--- src/rtl/spi_rdseq_pkg.sv ---
package spi_rdseq_pkg;
    typedef enum logic [2:0] {
        ST_IDLE,
        ST_CMD,
        ST_ADDR,
        ST_FETCH_REQ,
        ST_FETCH_WAIT,
        ST_STREAM,
        ST_DROP
    } seq_state_t;
endpackage

--- src/rtl/spi_rdseq_sync.sv ---
module spi_rdseq_sync #(
    parameter int          WIDTH   = 3,
    parameter int          STAGES  = 2,
    parameter logic [WIDTH-1:0] RST_VAL = '0
) (
    input  logic             clk,
    input  logic             rst_n,
    input  logic [WIDTH-1:0] din,
    output logic [WIDTH-1:0] dout
);
    logic [WIDTH-1:0] stg [STAGES];

    generate
        for (genvar s = 0; s < STAGES; s++) begin : g_stage
            if (s == 0) begin : g_first
                always_ff @(posedge clk or negedge rst_n) begin
                    if (!rst_n) stg[s] <= RST_VAL;
                    else        stg[s] <= din;
                end
            end else begin : g_next
                always_ff @(posedge clk or negedge rst_n) begin
                    if (!rst_n) stg[s] <= RST_VAL;
                    else        stg[s] <= stg[s-1];
                end
            end
        end
    endgenerate

    assign dout = stg[STAGES-1];
endmodule

--- src/rtl/spi_rdseq_addr.sv ---
module spi_rdseq_addr #(
    parameter int ADDR_W = 17,
    parameter int DEPTH  = 1 << ADDR_W
) (
    input  logic              clk,
    input  logic              rst_n,
    input  logic              load,
    input  logic [ADDR_W-1:0] load_val,
    input  logic              step,
    output logic [ADDR_W-1:0] addr
);
    localparam logic [ADDR_W-1:0] LAST = ADDR_W'(DEPTH - 1);

    logic [ADDR_W-1:0] addr_inc;
    assign addr_inc = (addr == LAST) ? '0 : addr + 1'b1;

    always_ff @(posedge clk or negedge rst_n) begin
        if (!rst_n)     addr <= '0;
        else if (load)  addr <= load_val;
        else if (step)  addr <= addr_inc;
    end

    assert_wrap_to_zero_R7: assert property (@(posedge clk) disable iff (!rst_n)
        (step && !load && addr == LAST) |=> addr == '0);
    assert_step_by_one_R6: assert property (@(posedge clk) disable iff (!rst_n)
        (step && !load && addr != LAST) |=> addr == $past(addr) + 1'b1);
endmodule

--- src/rtl/spi_rdseq_txsr.sv ---
module spi_rdseq_txsr #(
    parameter int DATA_W = 8
) (
    input  logic              clk,
    input  logic              rst_n,
    input  logic              clear,
    input  logic              load_first,
    input  logic              fill_buf,
    input  logic [DATA_W-1:0] rdata,
    input  logic              rise_en,
    input  logic              fall_en,
    output logic              bit_out,
    output logic              pf_req
);
    localparam int CNT_W = $clog2(DATA_W + 1);
    localparam logic [CNT_W-1:0] FULL = CNT_W'(DATA_W);

    logic [DATA_W-1:0] sh;
    logic [DATA_W-1:0] nbuf;
    logic              nbuf_valid;
    logic [CNT_W-1:0]  cnt;

    always_ff @(posedge clk or negedge rst_n) begin
        if (!rst_n) begin
            sh <= '0; nbuf <= '0; nbuf_valid <= 1'b0; cnt <= '0; pf_req <= 1'b0;
        end else if (clear) begin
            sh <= '0; nbuf_valid <= 1'b0; cnt <= '0; pf_req <= 1'b0;
        end else begin
            pf_req <= 1'b0;
            if (load_first) begin
                sh     <= rdata;
                cnt    <= '0;
                pf_req <= 1'b1;
            end
            if (fill_buf) begin
                nbuf       <= rdata;
                nbuf_valid <= 1'b1;
            end
            if (rise_en && cnt != FULL) cnt <= cnt + 1'b1;
            if (fall_en) begin
                if (cnt == FULL) begin
                    sh         <= nbuf;
                    nbuf_valid <= 1'b0;
                    cnt        <= '0;
                    pf_req     <= 1'b1;
                end else if (cnt != '0) begin
                    sh <= {sh[DATA_W-2:0], 1'b0};
                end
            end
        end
    end

    assign bit_out = sh[DATA_W-1];

    assert_next_byte_ready_R6: assert property (@(posedge clk) disable iff (!rst_n)
        (!clear && fall_en && cnt == FULL) |-> nbuf_valid);
    assert_msb_first_R5: assert property (@(posedge clk) disable iff (!rst_n)
        (!clear && !load_first && fall_en && cnt != FULL && cnt != '0) |=> bit_out == $past(sh[DATA_W-2]));
endmodule

--- src/rtl/spi_rdseq.sv ---
module spi_rdseq
    import spi_rdseq_pkg::*;
#(
    parameter int          ADDR_W     = 17,
    parameter int          DATA_W     = 8,
    parameter int          CMD_W      = 8,
    parameter int          ADDR_BYTES = 3,
    parameter int          SYNC_STG   = 2,
    parameter logic [7:0]  READ_OP    = 8'h03
) (
    input  logic              clk,
    input  logic              rst_n,
    input  logic              spi_cs_n,
    input  logic              spi_sck,
    input  logic              spi_mosi,
    output logic              spi_miso,
    output logic              spi_miso_oe,
    output logic              mem_rd,
    output logic [ADDR_W-1:0] mem_addr,
    input  logic [DATA_W-1:0] mem_rdata
);
    localparam int ADDR_BITS = ADDR_BYTES * 8;
    localparam int CNT_W     = $clog2(ADDR_BITS);
    localparam int SR_W      = ADDR_W - 1;
    localparam logic [CNT_W-1:0] CMD_LAST  = CNT_W'(CMD_W - 1);
    localparam logic [CNT_W-1:0] ADDR_LAST = CNT_W'(ADDR_BITS - 1);

    // synchronized pins: bit2 = select, bit1 = clock, bit0 = data
    logic [2:0] pins_s;
    spi_rdseq_sync #(.WIDTH(3), .STAGES(SYNC_STG), .RST_VAL(3'b100)) sync_i (
        .clk(clk), .rst_n(rst_n),
        .din({spi_cs_n, spi_sck, spi_mosi}),
        .dout(pins_s)
    );

    logic cs_s, sck_s, mosi_s, cs_prev, sck_prev;
    logic cs_fall, sck_rise, sck_fall;
    assign cs_s   = pins_s[2];
    assign sck_s  = pins_s[1];
    assign mosi_s = pins_s[0];

    always_ff @(posedge clk or negedge rst_n) begin
        if (!rst_n) begin
            cs_prev  <= 1'b1;
            sck_prev <= 1'b0;
        end else begin
            cs_prev  <= cs_s;
            sck_prev <= sck_s;
        end
    end

    assign cs_fall  = cs_prev & ~cs_s;
    assign sck_rise = ~cs_s & sck_s & ~sck_prev;
    assign sck_fall = ~cs_s & ~sck_s & sck_prev;

    seq_state_t state, state_nx;
    logic [CNT_W-1:0] bit_cnt;
    logic [SR_W-1:0]  in_sr;
    logic [CMD_W-1:0] opcode_q;
    logic             rd_q;
    logic [CMD_W-1:0] opcode_w;
    logic [ADDR_W-1:0] addr_w;

    assign opcode_w = {in_sr[CMD_W-2:0], mosi_s};
    assign addr_w   = {in_sr, mosi_s};

    // next-state logic
    always_comb begin
        state_nx = state;
        if (cs_s) begin
            state_nx = ST_IDLE;                               // abort
        end else begin
            unique case (state)
                ST_IDLE:       if (cs_fall) state_nx = ST_CMD; // start
                ST_CMD:        if (sck_rise && bit_cnt == CMD_LAST)
                                   state_nx = (opcode_w == READ_OP) ? ST_ADDR : ST_DROP;
                ST_ADDR:       if (sck_rise && bit_cnt == ADDR_LAST) state_nx = ST_FETCH_REQ;
                ST_FETCH_REQ:  state_nx = ST_FETCH_WAIT;       // issue
                ST_FETCH_WAIT: if (rd_q) state_nx = ST_STREAM; // first_byte
                ST_STREAM:     state_nx = ST_STREAM;
                ST_DROP:       state_nx = ST_DROP;
                default:       state_nx = ST_IDLE;
            endcase
        end
    end

    // state register
    always_ff @(posedge clk or negedge rst_n) begin
        if (!rst_n) state <= ST_IDLE;
        else        state <= state_nx;
    end

    // input shifting and bit counting for command and address
    always_ff @(posedge clk or negedge rst_n) begin
        if (!rst_n) begin
            bit_cnt  <= '0;
            in_sr    <= '0;
            opcode_q <= '0;
            rd_q     <= 1'b0;
        end else begin
            rd_q <= mem_rd;
            if (state == ST_IDLE) begin
                bit_cnt <= '0;
            end else if ((state == ST_CMD || state == ST_ADDR) && sck_rise) begin
                in_sr <= {in_sr[SR_W-2:0], mosi_s};
                if (state == ST_CMD && bit_cnt == CMD_LAST) begin
                    opcode_q <= opcode_w;
                    bit_cnt  <= '0;
                end else begin
                    bit_cnt <= bit_cnt + 1'b1;
                end
            end
        end
    end

    // outputs and datapath controls
    logic addr_load, tx_clear, load_first, fill_buf, rise_en, fall_en, pf_req, tx_bit;
    always_comb begin
        addr_load   = 1'b0;
        tx_clear    = 1'b1;
        load_first  = 1'b0;
        fill_buf    = 1'b0;
        rise_en     = 1'b0;
        fall_en     = 1'b0;
        mem_rd      = 1'b0;
        spi_miso_oe = 1'b0;
        unique case (state)
            ST_ADDR:       addr_load = sck_rise && bit_cnt == ADDR_LAST && !cs_s;
            ST_FETCH_REQ:  begin mem_rd = !cs_s; tx_clear = 1'b0; end
            ST_FETCH_WAIT: begin tx_clear = 1'b0; load_first = rd_q; end
            ST_STREAM: begin
                tx_clear    = cs_s;
                fill_buf    = rd_q;
                rise_en     = sck_rise;
                fall_en     = sck_fall;
                mem_rd      = pf_req && !cs_s;
                spi_miso_oe = !cs_s;
            end
            default: ;
        endcase
    end

    spi_rdseq_addr #(.ADDR_W(ADDR_W)) addr_i (
        .clk(clk), .rst_n(rst_n),
        .load(addr_load), .load_val(addr_w),
        .step(mem_rd), .addr(mem_addr)
    );

    spi_rdseq_txsr #(.DATA_W(DATA_W)) txsr_i (
        .clk(clk), .rst_n(rst_n),
        .clear(tx_clear), .load_first(load_first), .fill_buf(fill_buf),
        .rdata(mem_rdata), .rise_en(rise_en), .fall_en(fall_en),
        .bit_out(tx_bit), .pf_req(pf_req)
    );

    assign spi_miso = spi_miso_oe & tx_bit;

    assert_oe_needs_read_op_R2: assert property (@(posedge clk) disable iff (!rst_n)
        spi_miso_oe |-> opcode_q == READ_OP);
    assert_rd_single_cycle_R9: assert property (@(posedge clk) disable iff (!rst_n)
        mem_rd |=> !mem_rd);
    assert_select_high_idles_R8: assert property (@(posedge clk) disable iff (!rst_n)
        cs_s |=> !spi_miso_oe);
    assert_start_on_fall_R1: assert property (@(posedge clk) disable iff (!rst_n)
        (state == ST_IDLE && !cs_fall) |=> state == ST_IDLE);
endmodule

--- config.mk ---
export PLATFORM = sky130hd
export DESIGN_NAME = spi_rdseq
export DESIGN_NICKNAME = d
export VERILOG_FILES = /design/src/rtl/spi_rdseq_pkg.sv /design/src/rtl/spi_rdseq_sync.sv /design/src/rtl/spi_rdseq_addr.sv /design/src/rtl/spi_rdseq_txsr.sv /design/src/rtl/spi_rdseq.sv
export SDC_FILE = /design/constraint.sdc
export NUM_CORES = 1
export LEC_CHECK = 0
export BUFFER_PORTS_ARGS = -buffer_cell sky130_fd_sc_hd__buf_2
export CAP_MARGIN = 20
export CORE_ASPECT_RATIO = 1.4
export CORE_MARGIN = 2
export CORE_UTILIZATION = 39
export CTS_BUF_LIST = sky130_fd_sc_hd__clkbuf_2
export CTS_CLUSTER_SIZE = 20
export DETAILED_ROUTE_END_ITERATION = 10
export PLACE_DENSITY_LB_ADDON = 0.1
export SYNTH_ARGS = -nofsm -noshare
export SYNTH_HDL_FRONTEND = slang
export SYNTH_HIERARCHICAL = 1
export SYNTH_SLANG_ARGS = --single-unit
--- constraint.sdc ---
create_clock -name clk -period 3.2 [get_ports clk]
set_input_delay 0.64 -clock clk [delete_from_list [all_inputs] [get_ports clk]]
set_output_delay 0.64 -clock clk [all_outputs]
set_load 0.05 [all_outputs]
==> flow_summary.ini <==
[pwr]
leakagePower_nw = 1.908
pwr_density_cell_mw_per_mm2 = 344.1
peakVddDrop_v = 0.0001986

[timing]
drv_slew = 0
fin_ws_ps = 418.6
post-route-period-util_pct = 86.92
tns_ps = 0
rsz0062_at_grt = false
clock_skew_ps = 31.86
timing.fmax_mhz = 359.5
tightest_slew_ps = 932.3
period_needed_ps = 2781
hold_violations = 0
setup_viol = 0
maxSlewHeadroom_pct = 37.85

[detailed_routing]
wl_um = 8588
ant_nets = 0
wl_met3_um = 433
route.top_layer_used = met4
drc = 0
wl_met1_um = 3801
first_pass_iters = 4
dr_total_vias = 2911
viasPerCell = 5.401
wl_met2_um = 4231
wl_per_cell_um = 15.93
drtIter0Drc = 163

[cells_and_area]
syn2layout_area_growth_pct = 7.700
drive_gt1_share_pct = 28.96
fill_cells = 988
fin_nets = 418
utilization_pct = 42.66
n_antenna_cell = 0

[floorplan]
rows = 43
die_h_um = 122.3
start_util_pct = 39.61
die_width_um = 88.52
die-area_mm2 = 0.01083
io_pins = 33
coreArea_mm2 = 0.009846

[setup_path]
crit_fanout = 21
critPathKind = reg2out
reg2reg_slack_ps = 450
crit_required_ps = 2560
worst_setup_path_start_kind = register
cp-end-kind = output port
worstPathArrival_ps = 2140

[global_route]
grt_pass1_vias = 2764
antenna_found_initial = 0
overflow = 0
grt_max_degree = 72
track_usage_pct = 17.25
grt_pass1_wl_um = 14210

[cts]
clk_latency_ps = 530
cts.repair.resized = 0
root_buffer = clkbuf_2
cts-hold-fix-buffers = 0
cts_tree = done
htreeDepth = 3
cts_buffers = 9
clock_path_buffers = 2
clkSinkCount = 71
cts.clk_slew.worst_paths_ps = 200
post-cts-setup-buffers = 0

[synth]
synth.area.top_cells = dfrtp_1 44%, mux2_2 5.5%, mux2_4 5.0%
synth_seq_cells = 71
synth_area_leader_cell = dfrtp_1
synth_top_cell_area_share_pct = 43.63
syn_inst = 372
syn_avg_cell_area_um2 = 10.48
synth_ff_type = dfrtp_1
synthArstFlopShare_pct = 100.0
synth-edff-count = 0
ys_types = 67
synth_area_mm2 = 0.003900
synth_warnings = 6
synth_nets = 391
ys_seq_area_share_pct = 45.65

[placement]
place_congestion = 0.8208
place_ws_ps = 524.3
hpwl_um = 5829
io_buffers = 32

[status]
outcome = finished clean

[flow_run]
drv_cap = 0

[min_path]
worst_hold_path_type = in2async
[synth_stat cells (all sizes together) (2+ instances only)]
master,instances
nand3,14
o2111ai,2
a31oi,4
nand2,31
a22oi,4
and3,13
a311oi,3
a2bb2oi,2
nand2b,9
dfrtp,68
clkbuf,11
a211o,2
o41ai,2
mux2,33
or4,4
a21o,2
nor2,23
or3,2
mux2i,6
nor3b,6
ha,6
buf,11
o21ai,29
nor3,8
nand3b,2
nand4,4
o22ai,2
dfstp,3
a31o,3
inv,7
nor2b,5
o311ai,3
a21oi,19
and2,9
nor4,4
[layout by cell type (no fill, tap or decap), types with 3 or more instances in the layout]
| master | count |
|---|---|
| a21oi_1 | 19 |
| a22oi_1 | 4 |
| a311oi_1 | 3 |
| a31o_2 | 3 |
| a31oi_1 | 4 |
| and2_2 | 7 |
| and3_1 | 5 |
| and3_2 | 8 |
| buf_2 | 31 |
| buf_4 | 8 |
| clkbuf_2 | 13 |
| dfrtp_1 | 68 |
| dfstp_2 | 3 |
| ha_1 | 6 |
| inv_1 | 7 |
| mux2_2 | 19 |
| mux2_4 | 13 |
| mux2i_1 | 6 |
| nand2_1 | 31 |
| nand2b_1 | 8 |
| nand3_1 | 13 |
| nand4_1 | 3 |
| nor2_1 | 22 |
| nor2b_1 | 4 |
| nor3_1 | 8 |
| nor3b_1 | 6 |
| nor4_1 | 4 |
| o21ai_0 | 23 |
| o21ai_1 | 5 |
| o311ai_0 | 3 |
| or4_1 | 3 |
[final cells by class]
| type | count | area, um2 | share of cell area (%) |
|---|---|---|---|
| multi-input combinational | 270 | 1904 | 45.34 |
| sequential | 71 | 1780 | 42.39 |
| clock inverter | 3 | 12.51 | 0.2979 |
| timing repair buffer | 40 | 242.7 | 5.779 |
| clock buffer | 13 | 65.06 | 1.549 |
| tap | 135 | 168.9 | 4.021 |
| inverter | 7 | 26.28 | 0.6256 |
[layer usage]
metal,vias up,GRT usage [%]
met3,8,4.237
met5,-,0
met1,1405,22.63
met2,84,27.35
li1,1414,-
met4,0,6.629
[worst max-delay path, stage by stage (launching register included)]
cell and delay (ps):
dfrtp_1 650, nor2b_1 250, a21oi_1 60, nor2_1 90
buf_4 260, buf_2 310
[power breakdown]
group	switching [W]	internal [W]
Sequential	0.0000244	0.000925
Combinational	0.0000368	0.0000402
Clock	0.000310	0.000110
Total	0.000371	0.00107
[sequential cells by signal, summed over array words and instances, names as in the netlist]
register	count
addr_i/addr	17
bit_cnt	5
cs_prev	1
in_sr	16
rd_q	1
sck_prev	1
state	3
sync_i/dout	3
sync_i/stg	3
txsr_i/cnt	4
txsr_i/nbuf	8
txsr_i/pf_req	1
txsr_i/sh	8
[cells by family after synthesis]
group           synth area share, %
xor+xnor                     0.4492
buf+inv                       5.582
fa+ha+maj                     1.925
compound gates                13.96
flops                         45.65
simple gates                  20.12
mux                           12.32
[metrics by stage]
step,cells,instance area (um2),hold slack (ps),total power (W)
6_report,539,4200,198.3,0.001445
3_3_place_gp,522,4095,333.0,0.001043
2_1_floorplan,372,3900,331.2,0.001008
4_1_cts,538,4173,147.0,0.001472
5_1_grt,539,4200,114.8,0.001538
3_5_place_dp,522,4095,338.6,0.001043
[final timing paths]
path | from | to | cells after the start
worst min register to register | sync_i/stg[3]$_DFF_PN0_ | sync_i/dout[0]$_DFF_PN0_ | 0
max in group asynchronous | rst_n | txsr_i/sh[4]$_DFF_PN0_ | 1
min in group clk | spi_cs_n | sync_i/stg[5]$_DFF_PN1_ | 1
worst max register to register | addr_i/addr[0]$_DFFE_PN0P_ | addr_i/addr[9]$_DFFE_PN0P_ | 9
worst min-delay path | rst_n | addr_i/addr[13]$_DFFE_PN0P_ | 1
worst max-delay path | state[1]$_DFFE_PN0P_ | mem_rd | 5
No activity file was read; power rests on OpenSTA's default activity.
